==> config.mk <==
export PLATFORM = sky130hd
export DESIGN_NAME = pwr_fail_supervisor
export DESIGN_NICKNAME = d
export VERILOG_FILES = /design/src/rtl/pfs_pkg.sv /design/src/rtl/pfs_sync.sv /design/src/rtl/pfs_recovery.sv /design/src/rtl/pfs_gate.sv /design/src/rtl/pwr_fail_supervisor.sv
export SDC_FILE = /design/constraint.sdc
export NUM_CORES = 1
export LEC_CHECK = 0
export BUFFER_PORTS_ARGS = -buffer_cell sky130_fd_sc_hd__buf_2
export CORE_MARGIN = 10
export CORE_UTILIZATION = 40
export DETAILED_ROUTE_END_ITERATION = 12
export MAX_ROUTING_LAYER = met4
export RECOVER_POWER = 100
export SLEW_MARGIN = 20
export SYNTH_ARGS = -nofsm -noshare
export SYNTH_HDL_FRONTEND = slang
export SYNTH_HIERARCHICAL = 1
export SYNTH_SLANG_ARGS = --single-unit
==> constraint.sdc <==
create_clock -name clk -period 4.2 [get_ports clk]
set_input_delay 1.26 -clock clk [delete_from_list [all_inputs] [get_ports clk]]
set_output_delay 1.26 -clock clk [all_outputs]
set_load 0.005 [all_outputs]
==> src/rtl/pfs_pkg.sv <==
package pfs_pkg;
  typedef enum logic [1:0] {
    PF_DOWN  = 2'd0,
    PF_RECOV = 2'd1,
    PF_UP    = 2'd2
  } pf_state_e;
endpackage

==> src/rtl/pfs_sync.sv <==
module pfs_sync #(
  parameter int WIDTH  = 3,
  parameter int STAGES = 2
) (
  input  logic             clk,
  input  logic             rst_n,
  input  logic [WIDTH-1:0] d_async,
  output logic [WIDTH-1:0] q_sync
);
  logic [WIDTH-1:0] stage_q [STAGES];

  for (genvar s = 0; s < STAGES; s++) begin : g_stage
    if (s == 0) begin : g_first
      always_ff @(posedge clk or negedge rst_n) begin
        if (!rst_n) stage_q[s] <= '0;
        else        stage_q[s] <= d_async;
      end
    end else begin : g_rest
      always_ff @(posedge clk or negedge rst_n) begin
        if (!rst_n) stage_q[s] <= '0;
        else        stage_q[s] <= stage_q[s-1];
      end
    end
  end

  assign q_sync = stage_q[STAGES-1];
endmodule

==> src/rtl/pfs_recovery.sv <==
module pfs_recovery
  import pfs_pkg::*;
#(
  parameter int CYC_PER_MS = 50000,
  parameter int RECOV_MS   = 35
) (
  input  logic clk,
  input  logic rst_n,
  input  logic supply_ok,
  output logic released
);
  localparam int PRE_W = (CYC_PER_MS > 1) ? $clog2(CYC_PER_MS) : 1;
  localparam int MS_W  = $clog2(RECOV_MS + 1);
  localparam logic [PRE_W-1:0] PRE_LAST = PRE_W'(CYC_PER_MS - 1);
  localparam logic [MS_W-1:0]  MS_LAST  = MS_W'(RECOV_MS - 1);

  pf_state_e        state_q;
  logic [PRE_W-1:0] pre_q;
  logic [MS_W-1:0]  ms_q;
  logic             tick_ms;
  logic             terminal;

  assign tick_ms  = (pre_q == PRE_LAST);
  assign terminal = tick_ms && (ms_q == MS_LAST);

  always_ff @(posedge clk or negedge rst_n) begin
    if (!rst_n) begin
      state_q <= PF_DOWN;
      pre_q   <= '0;
      ms_q    <= '0;
    end else if (!supply_ok) begin
      state_q <= PF_DOWN;
      pre_q   <= '0;
      ms_q    <= '0;
    end else if (state_q != PF_UP) begin
      if (terminal) begin
        state_q <= PF_UP;
        pre_q   <= '0;
        ms_q    <= '0;
      end else begin
        state_q <= PF_RECOV;
        if (tick_ms) begin
          pre_q <= '0;
          ms_q  <= ms_q + 1'b1;
        end else begin
          pre_q <= pre_q + 1'b1;
        end
      end
    end
  end

  assign released = (state_q == PF_UP);


  recov_restart_chk: assert property (@(posedge clk) disable iff (!rst_n)
    !supply_ok |=> (pre_q == '0) && (ms_q == '0) && (state_q == PF_DOWN));


  recov_release_chk: assert property (@(posedge clk) disable iff (!rst_n)
    $rose(released) |-> $past(supply_ok));
endmodule

==> src/rtl/pfs_gate.sv <==
module pfs_gate (
  input  logic clk,
  input  logic rst_n,
  input  logic access_ok,
  input  logic host_cs,
  input  logic host_we,
  output logic mem_sel,
  output logic mem_we
);
  logic host_wr;
  logic abort_q;

  assign host_wr = host_cs && host_we;

  always_ff @(posedge clk or negedge rst_n) begin
    if (!rst_n) abort_q <= 1'b0;
    else        abort_q <= host_wr && (abort_q || !access_ok);
  end

  assign mem_sel = host_cs && access_ok;
  assign mem_we  = host_wr && access_ok && !abort_q;


  abort_hold_chk: assert property (@(posedge clk) disable iff (!rst_n)
    (host_wr && !access_ok) |=> (!mem_we || !$past(host_wr) || !host_wr) || !host_wr);


  abort_block_chk: assert property (@(posedge clk) disable iff (!rst_n)
    abort_q |-> !mem_we);
endmodule

==> src/rtl/pwr_fail_supervisor.sv <==
module pwr_fail_supervisor #(
  parameter int CYC_PER_MS  = 50000,
  parameter int RECOV_MS    = 35,
  parameter int SYNC_STAGES = 2
) (
  input  logic clk,
  input  logic rst_n,
  input  logic vpf_above_raw,
  input  logic vso_above_raw,
  input  logic bat_ok_raw,
  input  logic host_cs,
  input  logic host_we,
  output logic rst_out_n,
  output logic mem_sel,
  output logic mem_we,
  output logic backup_sel,
  output logic bat_armed,
  output logic bat_good
);
  localparam int NFLAGS = 3;

  logic [NFLAGS-1:0] flags_s;
  logic              vpf_s;
  logic              vso_s;
  logic              released;
  logic              access_ok;
  logic              armed_q;

  pfs_sync #(.WIDTH(NFLAGS), .STAGES(SYNC_STAGES)) u_sync (
    .clk     (clk),
    .rst_n   (rst_n),
    .d_async ({bat_ok_raw, vso_above_raw, vpf_above_raw}),
    .q_sync  (flags_s)
  );

  assign vpf_s    = flags_s[0];
  assign vso_s    = flags_s[1];
  assign bat_good = flags_s[2];

  pfs_recovery #(.CYC_PER_MS(CYC_PER_MS), .RECOV_MS(RECOV_MS)) u_recov (
    .clk       (clk),
    .rst_n     (rst_n),
    .supply_ok (vpf_s),
    .released  (released)
  );

  assign access_ok = released && vpf_s;
  assign rst_out_n = released;

  pfs_gate u_gate (
    .clk       (clk),
    .rst_n     (rst_n),
    .access_ok (access_ok),
    .host_cs   (host_cs),
    .host_we   (host_we),
    .mem_sel   (mem_sel),
    .mem_we    (mem_we)
  );

  always_ff @(posedge clk or negedge rst_n) begin
    if (!rst_n) armed_q <= 1'b0;
    else        armed_q <= armed_q || vpf_s;
  end

  assign bat_armed  = armed_q;
  assign backup_sel = armed_q && !vpf_s && !vso_s;


  armed_sticky_chk: assert property (@(posedge clk) disable iff (!rst_n)
    bat_armed |=> bat_armed);


  backup_armed_chk: assert property (@(posedge clk) disable iff (!rst_n)
    backup_sel |-> bat_armed);


  reset_on_fail_chk: assert property (@(posedge clk) disable iff (!rst_n)
    $fell(vpf_s) |=> !rst_out_n);


  access_gate_chk: assert property (@(posedge clk) disable iff (!rst_n)
    (mem_sel || mem_we) |-> rst_out_n);
endmodule

## After elaboration in Yosys (flattened, before gate mapping)

Cells that the tools add are included.

- $add $sub $neg: 2
- Multipliers: 0
- Div/mod/pow operators: 0
- Magnitude comparators: 0
- Equality and inequality tests: 6
- Shift-type cells: 0
- Mux-type cells: 11
- Bitwise logic cells: 0
- Reductions and logical operators: 16

Operators by type and width:

| kind | number |
|---|---|
| 16-bit 2-to-1 mux | 4 |
| 6-bit 2-to-1 mux | 4 |
| 16-bit by 1-bit adder with 16-bit output, second input constant | 1 |
| 16-bit equality test, second input constant | 1 |
| 1-bit logical AND | 9 |
| 6-bit by 1-bit adder with 6-bit output, second input constant | 1 |
| 6-bit equality test, second input constant | 1 |
| 2-bit 2-to-1 mux | 3 |
| 1-bit zero test | 4 |
| 3-bit by 1-bit != test with 1-bit output, second input constant | 1 |
| 2-bit equality test, second input constant | 1 |
| 1-bit logical OR | 2 |
| 2-bit by 1-bit != test with 1-bit output, second input constant | 1 |
| 2-bit != test, second input constant | 1 |
| 2-bit AND reduction | 1 |

- Register bits after elaboration: 32
- Bits in latches: 0
- Memory bits (writable): 0
- Memory bits (read-only): 0
- Input port bits: 7
- Output and inout bits: 6
- Logic and storage cells: 42
- Memories kept: 0

## Depth between registers and ports, before layout

- Depth in word-level cells: 5
- Depth in mapped cells: 7
- Depth with buffers taken out: 6

## Cells and area by module

Netlist, hierarchy kept.

Modules (own cells, without submodules):

| module | instances | cells each | area each (sq um) | seq. area each (sq um) |
|---|---|---|---|---|
| pfs_recovery | 1 | 141 | 1315.0 | 600.6 |
| pfs_sync | 1 | 9 | 172.7 | 150.1 |
| pfs_gate | 1 | 6 | 57.6 | 25.0 |
| pwr_fail_supervisor | 1 | 4 | 51.3 | 25.0 |

## Worst setup path before layout

Ideal clock, no wire load.

- Path type: input to output
- Start: in host_we
- End: out mem_we
- Arrival: 1.502 ns
- Required time: 2.940 ns
- Path slack: 1.438 ns
- Cell stages on the path: 2
- Path buffers: 0
- Cells stage by stage: nand2_1 nor3b_2

- Longest elaborated chain between the ends: 3

Ends and longest elaborated chain:

| what | RTL line | RTL |
|---|---|---|
| start, declared | pwr_fail_supervisor.sv:12 | `input logic host_we,` |
| 1-bit logical AND | pfs_gate.sv:13 | `assign host_wr = host_cs && host_we;` |
| 1-bit logical AND (2 in a row) | pfs_gate.sv:21 | `assign mem_we = host_wr && access_ok && !abort_q;` |
| end, declared | pwr_fail_supervisor.sv:15 | `output logic mem_we,` |

Every way passes these cells.

## Worst setup path in the final report

- Start: reg u_recov.state_q[0]
- End: out mem_we

- Longest elaborated chain between the ends: 4

Ends and longest elaborated chain:

| what | RTL line | RTL |
|---|---|---|
| start, declared | pfs_recovery.sv:17 | `pf_state_e state_q;` |
| start signal, assigned | pfs_recovery.sv:28 | `state_q <= PF_DOWN;` |
| start signal, assigned | pfs_recovery.sv:32 | `state_q <= PF_DOWN;` |
| start signal, assigned | pfs_recovery.sv:37 | `state_q <= PF_UP;` |
| 2-bit equality test | pfs_recovery.sv:52 | `assign released = (state_q == PF_UP);` |
| 1-bit logical AND | pwr_fail_supervisor.sv:47 | `assign access_ok = released && vpf_s;` |
| net access_ok | pwr_fail_supervisor.sv:26 | `logic access_ok;` |
| 1-bit logical AND (2 in a row) | pfs_gate.sv:21 |  |

The timed path passes the listed nets, and every way through them passes these cells.

==> results.toml <==
[synth]
synth_nets = 170
ys_seq_elements = 32
ys_seq_area_share_pct = 50.16
async_flop_share_pct = 100.0
yosysWarningCount = 6
synth_top_area_share_pct = 50.16
synth_area_leaders = "dfrtp_1 50%, xnor2_1 3.8%, a21oi_1 3.4%, nand2_1 3.1%, nor2_1 3.1%"
ys.flop_type = "dfrtp_1"
syn_area_per_cell_sq_um = 9.978
synth_area_sq_mm = 0.001597
yosysUniqueCellTypes = 42
yosys.area.top_type = "dfrtp_1"
synth_edf_count = 0
synthCells = 160

[floorplan]
initial_core_util_pct = 42.34
rows = 22
num_io_pins = 13
die-area_sq_mm = 0.006918
design.core.area_sq_mm = 0.003771
die_x_um = 83.18
fp.dieH_um = 83.18

[drt]
drt-initial-drc-count = 60
ant_nets = 0
drc = 0
routed_wl_um = 3286
post_drt_wl_per_cell_um = 14.94
wl_met1_um = 1463
dr_total_vias = 1230
top_layer = "met4"
route.met3.wl_um = 137
vias_per_cell = 5.591
firstDrtPassIters = 4
met2_length_um = 1611

[power]
ir_worst_vdd_mv = 0.2705
power.density_mw_per_mm2 = 334.4
power_leakage_uw = 0.0007140
power_uw = 582.9

[cts]
root_buffer = "clkbuf_8"
clk_pin_slew_ns = 0.07
cts_setup_buffers = 0
ctsHoldBuffers = 0
h-tree-depth = 2
cts_buffers = 5
ctsResizeCount = 0
cts_buffer_depth = 2
cts_tree = "yes"
numClockSinks = 32
clock_latency_ns = 0.29

[timing]
fmax_mhz = 319.1
setup_viol = 0
fin_ws_ns = 1.066
fin_crit_sh_pct = 74.62
final_hold_viol_count = 0
worst_pin_slew_ns = 1.702
tns_ns = 0
maxSlewViolCount = 33
period_minus_slack_ns = 3.134
slew_headroom_pct = -13.44
rsz0062_at_grt = "no"
whs_ns = 0.3469
finalClockSkew_ns = 0.002686

[flow_run]
cap_viol_max_count = 1

[grt]
first_global_vias = 1170
track_usage_pct = 10.05
grt_start_max_net_pins = 33
grt-ovfl-total = 0
grt_pass1_wl_um = 5568
antenna_found_initial = 0

[placed_design]
dp.cells = 212
io_buffers = 12
dpl.hpwl_um = 2264
post-place-ws_ns = 1.230
gp_congestion = 0.8443

[critical_path]
cp-end-kind = "output pin"
worstPathArrival_ns = 1.87
setup.worst_path.start_class = "register"
worst_ep_required_time_ns = 2.94
path_class = "reg2out"
crit_fanout = 16

[cells_and_area]
synthToLayoutAreaGrowth_pct = 9.169
drive_gt1_share_pct = 14.53
diodes = 0
fillers = 353
final_cells = 220
nets = 181

[run_status]
violations = "capacitance limit, slew limit"
status = "finished with violations"

[worst_hold_path]
hold_path_class = "reg2reg"
-- flip-flops by register name, indices dropped and copies added (netlist names) --
name,flops
bat_armed,1
u_gate/abort_q,1
u_recov/ms_q,6
u_recov/pre_q,16
u_recov/state_q,2
u_sync/q_sync,3
u_sync/stage_q,3
-- cells in the mapped netlist (2+ instances only) --
master	instances
dfrtp_1	32
nand2_1	13
nor2_1	13
a21oi_1	11
nand3_1	9
o21ai_0	8
xnor2_1	7
inv_1	5
nor4_1	5
clkbuf_1	4
nand4_1	4
or3_1	4
and2_2	3
buf_4	3
ha_1	3
nor3_1	3
or3_2	3
or4_1	3
and4_1	2
nor3b_2	2
nor4bb_1	2
-- routing by layer --
metal  GRT usage [%]  vias to the layer above
met1           11.03                      602
met4           5.385                        0
li1                -                      598
met5               -                        -
met3           4.102                        9
met2           15.22                       21
-- final timing paths --
| path | start | end | slack [ns] | cells after the start |
|---|---|---|---|---|
| worst max-delay path | u_recov/state_q[0]$_DFFE_PN0P_ | mem_we | 1.07 | 5 |
| worst min-delay path | u_sync/stage_q[4]$_DFF_PN0_ | u_sync/q_sync[1]$_DFF_PN0_ | 0.35 | 0 |
| worst max register to register | u_recov/pre_q[13]$_DFFE_PN0P_ | u_recov/pre_q[3]$_DFFE_PN0P_ | 1.90 | 5 |
| worst min register to register | u_sync/stage_q[4]$_DFF_PN0_ | u_sync/q_sync[1]$_DFF_PN0_ | 0.35 | 0 |
| max in group asynchronous | rst_n | u_sync/q_sync[0]$_DFF_PN0_ | 1.80 | 1 |
| min in group asynchronous | rst_n | u_sync/q_sync[2]$_DFF_PN0_ | 1.41 | 1 |
-- cell usage in the layout (no fill, tap or decap), types with 2 or more instances in the layout --
master | netlist | layout
clkbuf_1 | 4 | 6
or3_1 | 4 | 4
a21oi_1 | 11 | 11
dfrtp_1 | 32 | 32
and4_1 | 2 | 2
xnor2_1 | 7 | 7
inv_1 | 5 | 5
nand2_1 | 13 | 13
nor4bb_1 | 2 | 2
nand3_1 | 9 | 9
ha_1 | 3 | 3
clkinv_2 | 0 | 2
clkbuf_8 | 0 | 6
nor4_1 | 5 | 5
or4_1 | 3 | 3
o21ai_0 | 8 | 8
nand4_1 | 4 | 4
buf_2 | 1 | 7
and2_2 | 3 | 3
nor2_1 | 13 | 13
nor3b_1 | 0 | 2
nor3_1 | 3 | 3
or3_2 | 3 | 3
-- worst max-delay path, stage by stage, from the launching register on --
cell      delay, ns
dfrtp_1        0.37
nand2b_1       0.26
inv_1          0.40
and2_2         0.24
nor3b_1        0.17
buf_2          0.14
-- through the flow --
| stage | instance area (sq um) | util [%] |
|---|---|---|
| 4_1_cts | 1763 | 46.75 |
| 3_5_place_dp | 1670 | 44.29 |
| 3_3_place_gp | 1670 | 44.29 |
| 5_1_grt | 1743 | 46.22 |
| 6_report | 1743 | 46.22 |
| 2_1_floorplan | 1597 | - |
-- kinds of logic (layout without fill, tap and decap cells) --
group | count (synthesis) | in the layout | synth area share [%]
fa+ha+maj | 3 | 3 | 2.351
xor+xnor | 8 | 8 | 4.389
flops | 32 | 32 | 50.16
buf+inv | 14 | 26 | 4.545
mux | 1 | 1 | 0.6270
compound gates | 27 | 27 | 10.27
simple gates | 75 | 75 | 27.66
-- where the power goes --
| group | switching (uW) | internal [uW] | total (uW) |
|---|---|---|---|
| combinational | 14.1 | 6.94 | 21.1 |
| sequential | 4.60 | 314 | 319 |
| clock | 112 | 130 | 243 |
| total | 131 | 452 | 583 |
-- final cells by class --
type	instances	area [sq um]	area share, %
flip-flops and latches	32	800.8	45.94
multi-input cells	114	713.2	40.92
clock buffers	6	82.58	4.738
well taps	48	60.06	3.446
repair buffers	13	57.56	3.302
inverters	5	18.77	1.077
clock inverters	2	10.01	0.5743
No activity file was read; power rests on OpenSTA's default activity.
